$ cat src/rtl/it_pkg.sv
package it_pkg;
  typedef enum logic [1:0] {
    ST_IDLE  = 2'd0,
    ST_ARMED = 2'd1,
    ST_RUN   = 2'd2,
    ST_DONE  = 2'd3
  } it_state_e;
endpackage

$ cat src/rtl/it_prescaler.sv
module it_prescaler #(
  parameter int TICK_DIV = 10
) (
  input  logic clk_i,
  input  logic rst_ni,
  input  logic clr_i,
  input  logic en_i,
  output logic tick_o
);
  localparam int PW = (TICK_DIV > 1) ? $clog2(TICK_DIV) : 1;
  localparam logic [PW-1:0] LAST = PW'(TICK_DIV - 1);

  logic [PW-1:0] div_q;
  logic          wrap;

  assign wrap   = (div_q == LAST);
  assign tick_o = en_i && wrap;

  always_ff @(posedge clk_i or negedge rst_ni) begin
    if (!rst_ni)     div_q <= '0;
    else if (clr_i)  div_q <= '0;
    else if (en_i)   div_q <= wrap ? '0 : div_q + 1'b1;
  end
endmodule

$ cat src/rtl/it_ctrl.sv
module it_ctrl
  import it_pkg::*;
(
  input  logic clk_i,
  input  logic rst_ni,
  input  logic arm_i,
  input  logic start_i,
  input  logic stop_i,
  output logic run_o,
  output logic done_o,
  output logic start_go_o,
  output logic stop_go_o
);
  it_state_e state_q, state_d;

  assign start_go_o = (state_q == ST_ARMED) && start_i && !arm_i;
  assign stop_go_o  = (state_q == ST_RUN) && stop_i && !arm_i;

  always_comb begin
    state_d = state_q;
    if (arm_i)           state_d = ST_ARMED;
    else if (start_go_o) state_d = ST_RUN;
    else if (stop_go_o)  state_d = ST_DONE;
  end

  always_ff @(posedge clk_i or negedge rst_ni) begin
    if (!rst_ni) state_q <= ST_IDLE;
    else         state_q <= state_d;
  end

  assign run_o  = (state_q == ST_RUN);
  assign done_o = (state_q == ST_DONE);
endmodule

$ cat src/rtl/it_counter.sv
module it_counter #(
  parameter int CNT_W = 24,
  parameter int LIMIT = 16_000_000
) (
  input  logic             clk_i,
  input  logic             rst_ni,
  input  logic             clr_i,
  input  logic             inc_i,
  output logic [CNT_W-1:0] count_o,
  output logic             ovf_o
);
  localparam logic [CNT_W-1:0] LIMIT_C = CNT_W'(LIMIT);

  logic at_limit;
  assign at_limit = (count_o == LIMIT_C);

  always_ff @(posedge clk_i or negedge rst_ni) begin
    if (!rst_ni) begin
      count_o <= '0;
      ovf_o   <= 1'b0;
    end else if (clr_i) begin
      count_o <= '0;
      ovf_o   <= 1'b0;
    end else if (inc_i) begin
      if (at_limit) ovf_o   <= 1'b1;
      else          count_o <= count_o + 1'b1;
    end
  end
endmodule

$ cat src/rtl/us_interval_timer.sv
module us_interval_timer #(
  parameter int TICK_DIV = 10,
  parameter int CNT_W    = 24,
  parameter int LIMIT    = 16_000_000
) (
  input  logic             clk_i,
  input  logic             rst_ni,
  input  logic             arm_i,
  input  logic             start_i,
  input  logic             stop_i,
  output logic [CNT_W-1:0] count_o,
  output logic             running_o,
  output logic             done_o,
  output logic             ovf_o
);
  logic run, start_go, stop_go, tick;

  it_ctrl u_ctrl (
    .clk_i      (clk_i),
    .rst_ni     (rst_ni),
    .arm_i      (arm_i),
    .start_i    (start_i),
    .stop_i     (stop_i),
    .run_o      (run),
    .done_o     (done_o),
    .start_go_o (start_go),
    .stop_go_o  (stop_go)
  );

  // realign the microsecond phase on every accepted start
  it_prescaler #(.TICK_DIV(TICK_DIV)) u_presc (
    .clk_i  (clk_i),
    .rst_ni (rst_ni),
    .clr_i  (start_go),
    .en_i   (run),
    .tick_o (tick)
  );

  // tick coinciding with the stop edge is dropped
  it_counter #(.CNT_W(CNT_W), .LIMIT(LIMIT)) u_cnt (
    .clk_i   (clk_i),
    .rst_ni  (rst_ni),
    .clr_i   (arm_i),
    .inc_i   (tick && !stop_go),
    .count_o (count_o),
    .ovf_o   (ovf_o)
  );

  assign running_o = run;
endmodule

$ cat config.mk
export PLATFORM = sky130hd
export DESIGN_NAME = us_interval_timer
export DESIGN_NICKNAME = d
export VERILOG_FILES = /design/src/rtl/it_pkg.sv /design/src/rtl/it_prescaler.sv /design/src/rtl/it_ctrl.sv /design/src/rtl/it_counter.sv /design/src/rtl/us_interval_timer.sv
export SDC_FILE = /design/constraint.sdc
export NUM_CORES = 1
export LEC_CHECK = 0
export CORE_MARGIN = 1.5
export CORE_UTILIZATION = 50
export CTS_BUF_LIST = sky130_fd_sc_hd__clkbuf_2 sky130_fd_sc_hd__clkbuf_4 sky130_fd_sc_hd__clkbuf_8
export DETAILED_ROUTE_END_ITERATION = 8
export GPL_TIMING_DRIVEN = 0
export PLACE_DENSITY_LB_ADDON = 0.08
export SLEW_MARGIN = 20
export SYNTH_ARGS = -nofsm -noshare
export SYNTH_HDL_FRONTEND = slang
export SYNTH_SLANG_ARGS = --single-unit
$ cat constraint.sdc
create_clock -name clk_i -period 2.3 [get_ports clk_i]
set_input_delay 0.46 -clock clk_i [delete_from_list [all_inputs] [get_ports clk_i]]
set_output_delay 0.46 -clock clk_i [all_outputs]
set_load 0.05 [all_outputs]
==> metrics.txt, run 1 <==
DPL Wire Length 3.303 mm; static leakage 0.0009742 µW; first-pass GRT wire length 8.169 mm; Switching Fraction 24.89%; die area 4127 µm²; Die Wd 64.25 µm; total track usage 25.50%; reg2reg path depth 5; Post-synth EDFFs 0; kind of critical path in -> reg; worst hold margin 0.2105 ns; Period minus WS final 2.204 ns; Fmax achieved 453.7 MHz; syn nets 210; vias in the first global route 1,719; hold_buf cts 0; grt ovf 0; pin count of the biggest net entering global routing 32; Clock Path Buffers 2; cell area after synthesis 1876 µm²; Design Power 1163 µW; distinct cell type count of the synthesized netlist 39; Worst setup EP type flop; Placer Congestion 0.8335; clk root buf clkbuf_8; antenna violations before repair 0; Post-synth top cells dfrtp_1, nor2_1, nor2b_1; Clock Sinks 31; part of the power in registers 49.7%; outcome finished clean; max-cap violations 0; CTS tree done; Final WS setup 0.09575 ns; Routed WL 4.944 mm; Initial Util 51.62%; fill count 323; Die Y 64.25 µm; Clock power frac 42.6%; Power Dens Cells 492.5 nW/µm²; fin nets 247; share of cells above drive strength 1 10.88%; Post-Syn Instances 201; core area 3633 µm²; CTS Buf Count 5; biggest area consumer among synthesized cells dfrtp_1; Antenna Nets Post-Route 0; Top FF cell, synth dfrtp_1; Inserted Diodes 0; I/O pin cnt 32; Synth Area per Inst 9.331 µm²; area share of the largest cell type after synthesis 41.36%; data required time of the critical path 2.47 ns; Slew HR 52.31%; Layout area overhead 25.88%; reg2reg end u_cnt.count_o[18]; total net switching power 289.4 µW; Slew Viols, Final 0; Seq/Total Area, Yosys 41.36%; DRT Pass-1 Iters 4; RSZ-0062 raised after global routing yes; IO buf count 30; HP Class in -> async; Synth area leaders dfrtp_1, nor2b_1, mux2_1, mux2_2, nor2_1; Internal 873.4 µW; Clock Latency Late Sink 0.29 ns; Avg Vias per Cell 6.223; Reg-to-Reg Start u_cnt.count_o[1]; Startpoint Class input port; dpl cells 279; Tightest Pin Transition 0.7153 ns; Final Hold Fails 0; R2R Setup Slk 0.11 ns; crit path max fanout 10; number of synthesized register bits 31; Setup Skew 0.009492 ns; final non-filler cell total 287; top-count cell post-synth dfrtp_1; Setup-failing EPs final 0; row cnt 22; detailed-route via count 1,786; DR iter-0 viols 109; H-Tree Depth 2; CP arrival 2.37 ns; Comb pwr share 7.7%; pre-CTS worst setup slack -0.3018 ns; average wire per standard cell 17.23 µm; Yosys warning count 0; Fin Setup TNS 0 ns; peak supply drop 0.3185 mV; asr flop ratio synth 100.0%; DRC 0; fin crit share 95.84%; clock-pin slew on the worst setup and hold paths 0.07 ns
worst max-delay path: stages:
cell             delay [ns]
clkdlybuf4s50_1        0.47
nor3b_4                0.30
a21oi_1                0.17
buf_2                  0.24
nor4_2                 0.35
mux2_2                 0.38
timing repair:
| action | 4_1_cts | 5_1_grt |
|---|---|---|
| endpoints found under the setup margin | 10 | 11 |
| pin swaps | 0 | 1 |
| gates resized for setup | 2 | 6 |
| buffers inserted | 0 | 1 |
worst max path at each step:
stage / from / end
global route: u_presc.div_q[1] / u_cnt.count_o[22]
detailed placement: stop_i / u_cnt.count_o[18]
CTS: u_presc.div_q[1] / u_cnt.count_o[18]
floorplan: u_cnt.count_o[16] / u_cnt.count_o[0]
finish: stop_i / u_cnt.count_o[18]
global placement: stop_i / u_cnt.count_o[5]
state kept, by name (all words and copies together) (netlist names):
signal / cells
u_cnt.count_o: 24
u_presc.div_q: 4
u_cnt.ovf_o: 1
u_ctrl.state_q: 2
power by group through the flow:
stage / Combinational [µW] / Clock (µW) / Sequential (µW)
2_1_floorplan: 53.2 / 0 / 583
3_3_place_gp: 85.1 / 0 / 585
3_5_place_dp: 89.2 / 0 / 587
4_1_cts: 90.2 / 503 / 578
5_1_grt: 102 / 524 / 580
6_report: 89.9 / 495 / 578
layer usage:
metal / up-vias / wire length (µm) / GRT usage, % / share of wire (%)
met3: 9 / 329 / 5.282 / 6.7
met1: 887 / 2133 / 33.07 / 43
met5: - / 0 / 0 / 0
met4: 0 / 87 / 11.44 / 1.8
li1: 817 / - / - / -
met2: 73 / 2394 / 41.02 / 48
final cells by class:
type                            count  area, µm²  share of cell area, %
Multi-Input combinational cell    158       1076                  45.57
Tap cell                           48      60.06                  2.544
Clock buffer                        8      103.9                  4.399
Timing Repair Buffer               31      301.5                  12.77
Sequential cell                    31      775.7                  32.86
Inverter                            4      15.01                 0.6359
Buffer                              7      28.78                  1.219
metrics by stage:
| stage | utilization (%) | instance area [µm²] |
|---|---|---|
| floorplan | - | 1876 |
| global placement | 61.54 | 2236 |
| detailed placement | 61.40 | 2231 |
| CTS | 64.29 | 2336 |
| global route | 64.98 | 2361 |
| finish | 64.98 | 2361 |
placed cells by master, fill, tap and decap left out, types with 6 or more instances in the layout:
| cell | n |
|---|---|
| clkdlybuf4s50_1 | 28 |
| o31ai_1 | 6 |
| mux2_2 | 7 |
| nor2_1 | 20 |
| nor2b_1 | 16 |
| mux2_1 | 7 |
| nand4_1 | 7 |
| or4_1 | 10 |
| nand3_1 | 10 |
| nand2_1 | 14 |
| o21ai_0 | 6 |
| dfrtp_1 | 31 |
| a21oi_1 | 12 |
| clkbuf_8 | 7 |
cells by family after synthesis:
logic type	after synthesis	share of synthesized area (%)
AO/OA/AOI/OAI	32	10.67
XOR/XNOR	1	0.4671
adder cells (fa/ha/maj)	4	2.669
buffers and inverters	12	2.468
flip-flops	31	41.36
multiplexers	15	8.940
AND/OR/NAND/NOR	106	33.42
(Power assumes the default switching activity.)
==> inputs of run 2 (changes only) <==
SETUP_SLACK_MARGIN = 0.15   (was not set)
SKIP_CTS_REPAIR_TIMING = 1   (was not set)
==> run 2 against run 1 <==
Register-to-register slack gained 0.15 ns. Critical path depth shrank 5. Sequential share of layout area shrank 0.91 points. Clock power shrank 6.9%.
==> metrics.txt, run 2 (synthesized netlist as in run 1, its figures left out) <==
grt ovf 0 (unchanged); Critical path origin u_cnt.count_o[14]; H-Tree Depth 2 (unchanged); pin count of the biggest net entering global routing 32 (unchanged); peak supply drop 0.3481 mV (+9.3%); Fmax achieved 474.1 MHz (+4.5%); row cnt 22 (unchanged); Worst path max stage delay 0.86 ns (+0.39 ns); CP arrival 1.65 ns (-0.72 ns); DRC 0 (unchanged); Slowest-stage cell, CP clkdlybuf4s50_1; Slew Viols, Final 0 (unchanged); pre-CTS worst setup slack -0.2841 ns (+0.01773 ns); FF+latch area 780.7 µm² (+0.65%); HP Class in -> async; fin area 2444 µm² (+3.5%); Period minus WS final 2.109 ns (-0.09487 ns); vias in the first global route 1,666 (-3.1%); Tightest Pin Transition 0.7069 ns (-0.008448 ns); Inserted Diodes 0 (unchanged); Comb pwr share 9.2% (+1.5 points); DRT Pass-1 Iters 4 (unchanged); total net switching power 294.3 µW (+1.7%); kind of critical path reg -> out; Clock power frac 40.3% (-2.3 points); dpl cells 279 (unchanged); I/O pin cnt 32 (unchanged); Initial Util 51.62% (unchanged); crit path max fanout 9 (-1); worst hold margin 0.2142 ns (+0.003696 ns); IO buf count 30 (unchanged); Switching Fraction 25.70% (+0.81 points); Reg-to-Reg Start u_cnt.count_o[16]; DR iter-0 viols 152 (+39%); Avg Vias per Cell 6.068 (-2.5%); fin crit share 91.71% (-4.1 points); Clock Path Buffers 2 (unchanged); Layout area overhead 30.29%; DPL Wire Length 3.340 mm (+1.1%); clk root buf clkbuf_8; Worst setup EP type primary output; largest register by flop count u_cnt.count_o; average wire per standard cell 17.07 µm (-0.92%); fin nets 252 (+2.0%); R2R Setup Slk 0.26 ns (+0.15 ns); Final Hold Fails 0 (unchanged); Startpoint Class flop; die area 4127 µm² (unchanged); antenna violations before repair 0 (unchanged); reg2reg end u_cnt.count_o[0]; Internal 850.8 µW (-2.6%); Antenna Nets Post-Route 0 (unchanged); Largest regs u_cnt.count_o: 24 flops, u_presc.div_q: 4 flops, u_ctrl.state_q: 2 flops; CTS Buf Count 5 (unchanged); total track usage 24.71% (-0.79 points); Final WS setup 0.1906 ns (+0.09487 ns); Power Dens Cells 468.6 nW/µm² (-4.9%); detailed-route via count 1,772 (-0.78%); max-cap violations 0 (unchanged); static leakage 0.001041 µW (+6.9%); Placer Congestion 0.8587 (+3.0%); Setup-failing EPs final 0 (unchanged); multi-input logic area 1114 µm² (+3.5%); placed inst area 2232 µm² (about the same); CP bufs+invs 1 (-1); RSZ-0062 raised after global routing yes; final non-filler cell total 292 (+1.7%); share of cells above drive strength 1 15.98% (+5.1 points); Clock Sinks 31 (unchanged); data required time of the critical path 1.84 ns (-0.63 ns); Routed WL 4.984 mm (+0.81%); CP top delay family buffers and inverters; Die Wd 64.25 µm (unchanged); clock-pin slew on the worst setup and hold paths 0.07 ns (about the same); outcome finished clean; max reg flops 24 (unchanged); part of the power in registers 50.5% (+0.8 points); commonest non-fill, non-tap cells in the layout clkdlybuf4s50_1, dfrtp_1, nor2_1; Die Y 64.25 µm (unchanged); Setup Skew 0.009994 ns (+0.0005018 ns); Clock Latency Late Sink 0.29 ns (about the same); core area 3633 µm² (unchanged); CP cell instances clkdlybuf4s50_1; reg2reg path depth 5 (unchanged); Slew HR 52.87% (+0.56 points); CTS tree done; fill count 314 (-2.8%); first-pass GRT wire length 7.935 mm (-2.9%)
-- run 2: cell type report --
| class | instances | area share [%] |
|---|---|---|
| Multi-Input combinational cell | 158 | 45.57 |
| Timing Repair Buffer | 35 | 13.82 |
| Sequential cell | 31 | 31.95 |
| Tap cell | 48 | 2.458 |
| Clock buffer | 7 | 3.687 |
| Inverter | 4 | 0.6144 |
| Buffer | 8 | 1.690 |
| Clock inverter | 1 | 0.2048 |
-- run 2: per-stage QoR --
step | util, % | setup TNS, ns | power, µW
CTS | 64.05 | -0.4468 | 1135
finish | 67.25 | 0 | 1145
global route | 67.25 | 0 | 1193
detailed placement | 61.43 | -2.744 | 676.8
floorplan | - | 0 | 636.6
global placement | 61.57 | -2.259 | 670.1
-- run 2: worst max path at each step --
stage	to	slack (ns)	depth (start not counted)
4_1_cts	running_o	-0.11	2
5_1_grt	u_cnt.count_o[8]	0.14	8
3_5_place_dp	u_cnt.count_o[5]	-0.28	6
6_report	count_o[14]	0.19	1
2_1_floorplan	u_cnt.count_o[18]	0.17	5
3_3_place_gp	u_cnt.count_o[5]	-0.27	6
-- run 2: layer usage --
metal	wire length, µm	part of all wire (%)	GRT usage, %
met5	0	0	0
met4	47	0.94	6.383
met3	259	5.2	5.986
met2	2470	50	41.02
met1	2207	44	32.36
-- run 2: power groups by stage --
stage          clock, µW  sequential [µW]  combinational [µW]
4_1_cts              468              578                89.2
5_1_grt              496              579                 117
2_1_floorplan          0              583                53.2
3_3_place_gp           0              585                85.2
3_5_place_dp           0              588                88.8
6_report             461              578                 106
-- run 2: worst reg2reg max path, stage by stage (launching register included) --
cell and delay (ns):
dfrtp_2 0.46, or4_4 0.56, nor4_4 0.26, buf_4 0.21, a21oi_1 0.11, mux2_1 0.33
==> inputs of run 3 (changes only) <==
CELL_PAD_IN_SITES_DETAIL_PLACEMENT = 2   (was not set)
CELL_PAD_IN_SITES_GLOBAL_PLACEMENT = 2   (was not set)
CORE_UTILIZATION = 34   (was 50)
==> run 3 against run 2 <==
Hold slack got worse by 0.14 ns. Global-route usage fell by 1.9 points. Clock skew rose by 0.00057 ns. Sequential share of layout area down 1.0 points. First-iteration DRC count shrank 40%.
==> metrics.txt, run 3 (synthesized netlist as in run 1, its figures left out) <==
M1 GR Usage 28.39% (-4.0 points); antenna violations before repair 0 (unchanged); H-Tree Depth 2 (unchanged); Placer Congestion 0.8157 (-5.0%); crit path max fanout 8 (-1); DPL Wire Length 4.532 mm (+36%); RSZ-0062 raised after global routing yes; IO buf count 30 (unchanged); detailed-route via count 1,824 (+2.9%); I/O pin cnt 32 (unchanged); data required time of the critical path 1.84 ns (about the same); Period minus WS final 2.102 ns (-0.007883 ns); Clock Path Buffers 2 (unchanged); outcome finished clean; Largest regs u_cnt.count_o: 24 flops, u_presc.div_q: 4 flops, u_ctrl.state_q: 2 flops; Setup Skew 0.01056 ns (+0.0005657 ns); fin area 2522 µm² (+3.2%); first-pass GRT wire length 10.61 mm (+34%); Slew HR 59.73% (+6.9 points); Clock Sinks 31 (unchanged); CTS Buf Count 5 (unchanged); Initial Util 36.03% (-16 points); total net switching power 318.7 µW (+8.3%); Antenna Nets Post-Route 0 (unchanged); DRT Pass-1 Iters 4 (unchanged); Die Y 77.27 µm (+20%); GR Util met3 4.524% (-1.5 points); CP top delay family buffers and inverters; die area 5971 µm² (+45%); R2R Setup Slk 0.21 ns (-0.05 ns); dpl cells 302 (+8.2%); final non-filler cell total 314 (+7.5%); most common cell after layout, fill and taps aside dfrtp_1; average wire per standard cell 21.16 µm (+24%); Levels on crit path 1 (unchanged); peak supply drop 0.2415 mV (-31%); max reg flops 24 (unchanged); static leakage 0.001059 µW (+1.8%); core area 5205 µm² (+43%); CTS tree done; Clock Latency Late Sink 0.30 ns (about the same); total track usage 22.76% (-1.9 points); HP Class in -> async; row cnt 26 (+18%); largest register by flop count u_cnt.count_o; fin nets 252 (unchanged); Switching Fraction 27.60% (+1.9 points); Tightest Pin Transition 0.6040 ns (-0.1029 ns); Comb pwr share 9.8% (+0.6 points); fin crit share 91.37% (-0.34 points); Fin Setup TNS 0 ns (unchanged); grt ovf 0 (unchanged); Startpoint Class flop; vias in the first global route 2,046 (+23%); placed inst area 2287 µm² (+2.5%); Avg Vias per Cell 5.809 (-4.3%); part of the power in registers 50.2% (-0.3 points); met2 usage 39.39% (-1.6 points); Fmax achieved 475.9 MHz (+0.38%); Power Dens Cells 457.8 nW/µm² (-2.3%); reg2reg path depth 8 (+3); clk root buf clkbuf_8; Slew Viols, Final 0 (unchanged); Worst setup EP type primary output; Routed WL 6.643 mm (+33%); kind of critical path reg -> out; Clock power frac 40.1% (-0.2 points); Worst path max stage delay 0.85 ns (about the same); max-cap violations 0 (unchanged); share of cells above drive strength 1 18.44% (+2.5 points); pin count of the biggest net entering global routing 20 (-38%); clock-pin slew on the worst setup and hold paths 0.08 ns (about the same); DR iter-0 viols 91 (-40%); Setup-failing EPs final 0 (unchanged); Internal 836.1 µW (-1.7%); CP bufs+invs 1 (unchanged); most used routing layer met2; Layout area overhead 34.49%; CP arrival 1.64 ns (about the same); Final Hold Fails 0 (unchanged); Inserted Diodes 0 (unchanged); DRC 0 (unchanged); Slowest-stage cell, CP clkdlybuf4s50_1; commonest non-fill, non-tap cells in the layout dfrtp_1, clkdlybuf4s50_1, nor2_1; Die Wd 77.27 µm (+20%); CP cell instances clkdlybuf4s50_1
## run 3: metrics by stage
step                utilization (%)  hold WS (ns)  power [µW]  setup WS, ns
finish                        48.46       0.07145        1155        0.1985
global route                  48.46       0.08069        1201        0.1170
CTS                           45.65       0.07652        1146       -0.3083
detailed placement            43.94        0.3933       689.1       -0.5330
global placement              43.51        0.4863       672.6       -0.4091
floorplan                         -        0.1644       636.6        0.1652
## run 3: area by class of cell
type,count,area [µm²]
fill,563,2683
clock inverter,1,5.005
clock buffer,7,83.83
timing repair buffer,35,350.3
buffer,8,45.04
inverter,4,15.01
tap,70,87.58
sequential,31,779.5
multi-input combinational,158,1156
## run 3: path summary, 6_finish.rpt
path                              startpoint           endpoint
hold reg to reg                  u_cnt.ovf_o        u_cnt.ovf_o
min in group clk_i               u_cnt.ovf_o        u_cnt.ovf_o
hold / removal                        rst_ni   u_presc.div_q[3]
setup reg to reg            u_presc.div_q[1]   u_cnt.count_o[8]
max in group asynchronous             rst_ni  u_cnt.count_o[16]
setup / recovery           u_cnt.count_o[15]        count_o[15]
## run 3: routing by layer
layer | wire length (µm) | part of all wire (%) | up-vias
li1 | - | - | 826
met1 | 2948 | 44 | 945
met2 | 3378 | 51 | 43
met3 | 214 | 3.2 | 10
met4 | 102 | 1.5 | 0
met5 | 0 | 0 | -
## run 3: power by group through the flow
stage	combinational, µW	sequential [µW]	clock, µW
4_1_cts	101	579	466
2_1_floorplan	53.2	583	0
5_1_grt	127	580	494
3_3_place_gp	87.4	585	0
6_report	113	579	463
3_5_place_dp	100	589	0
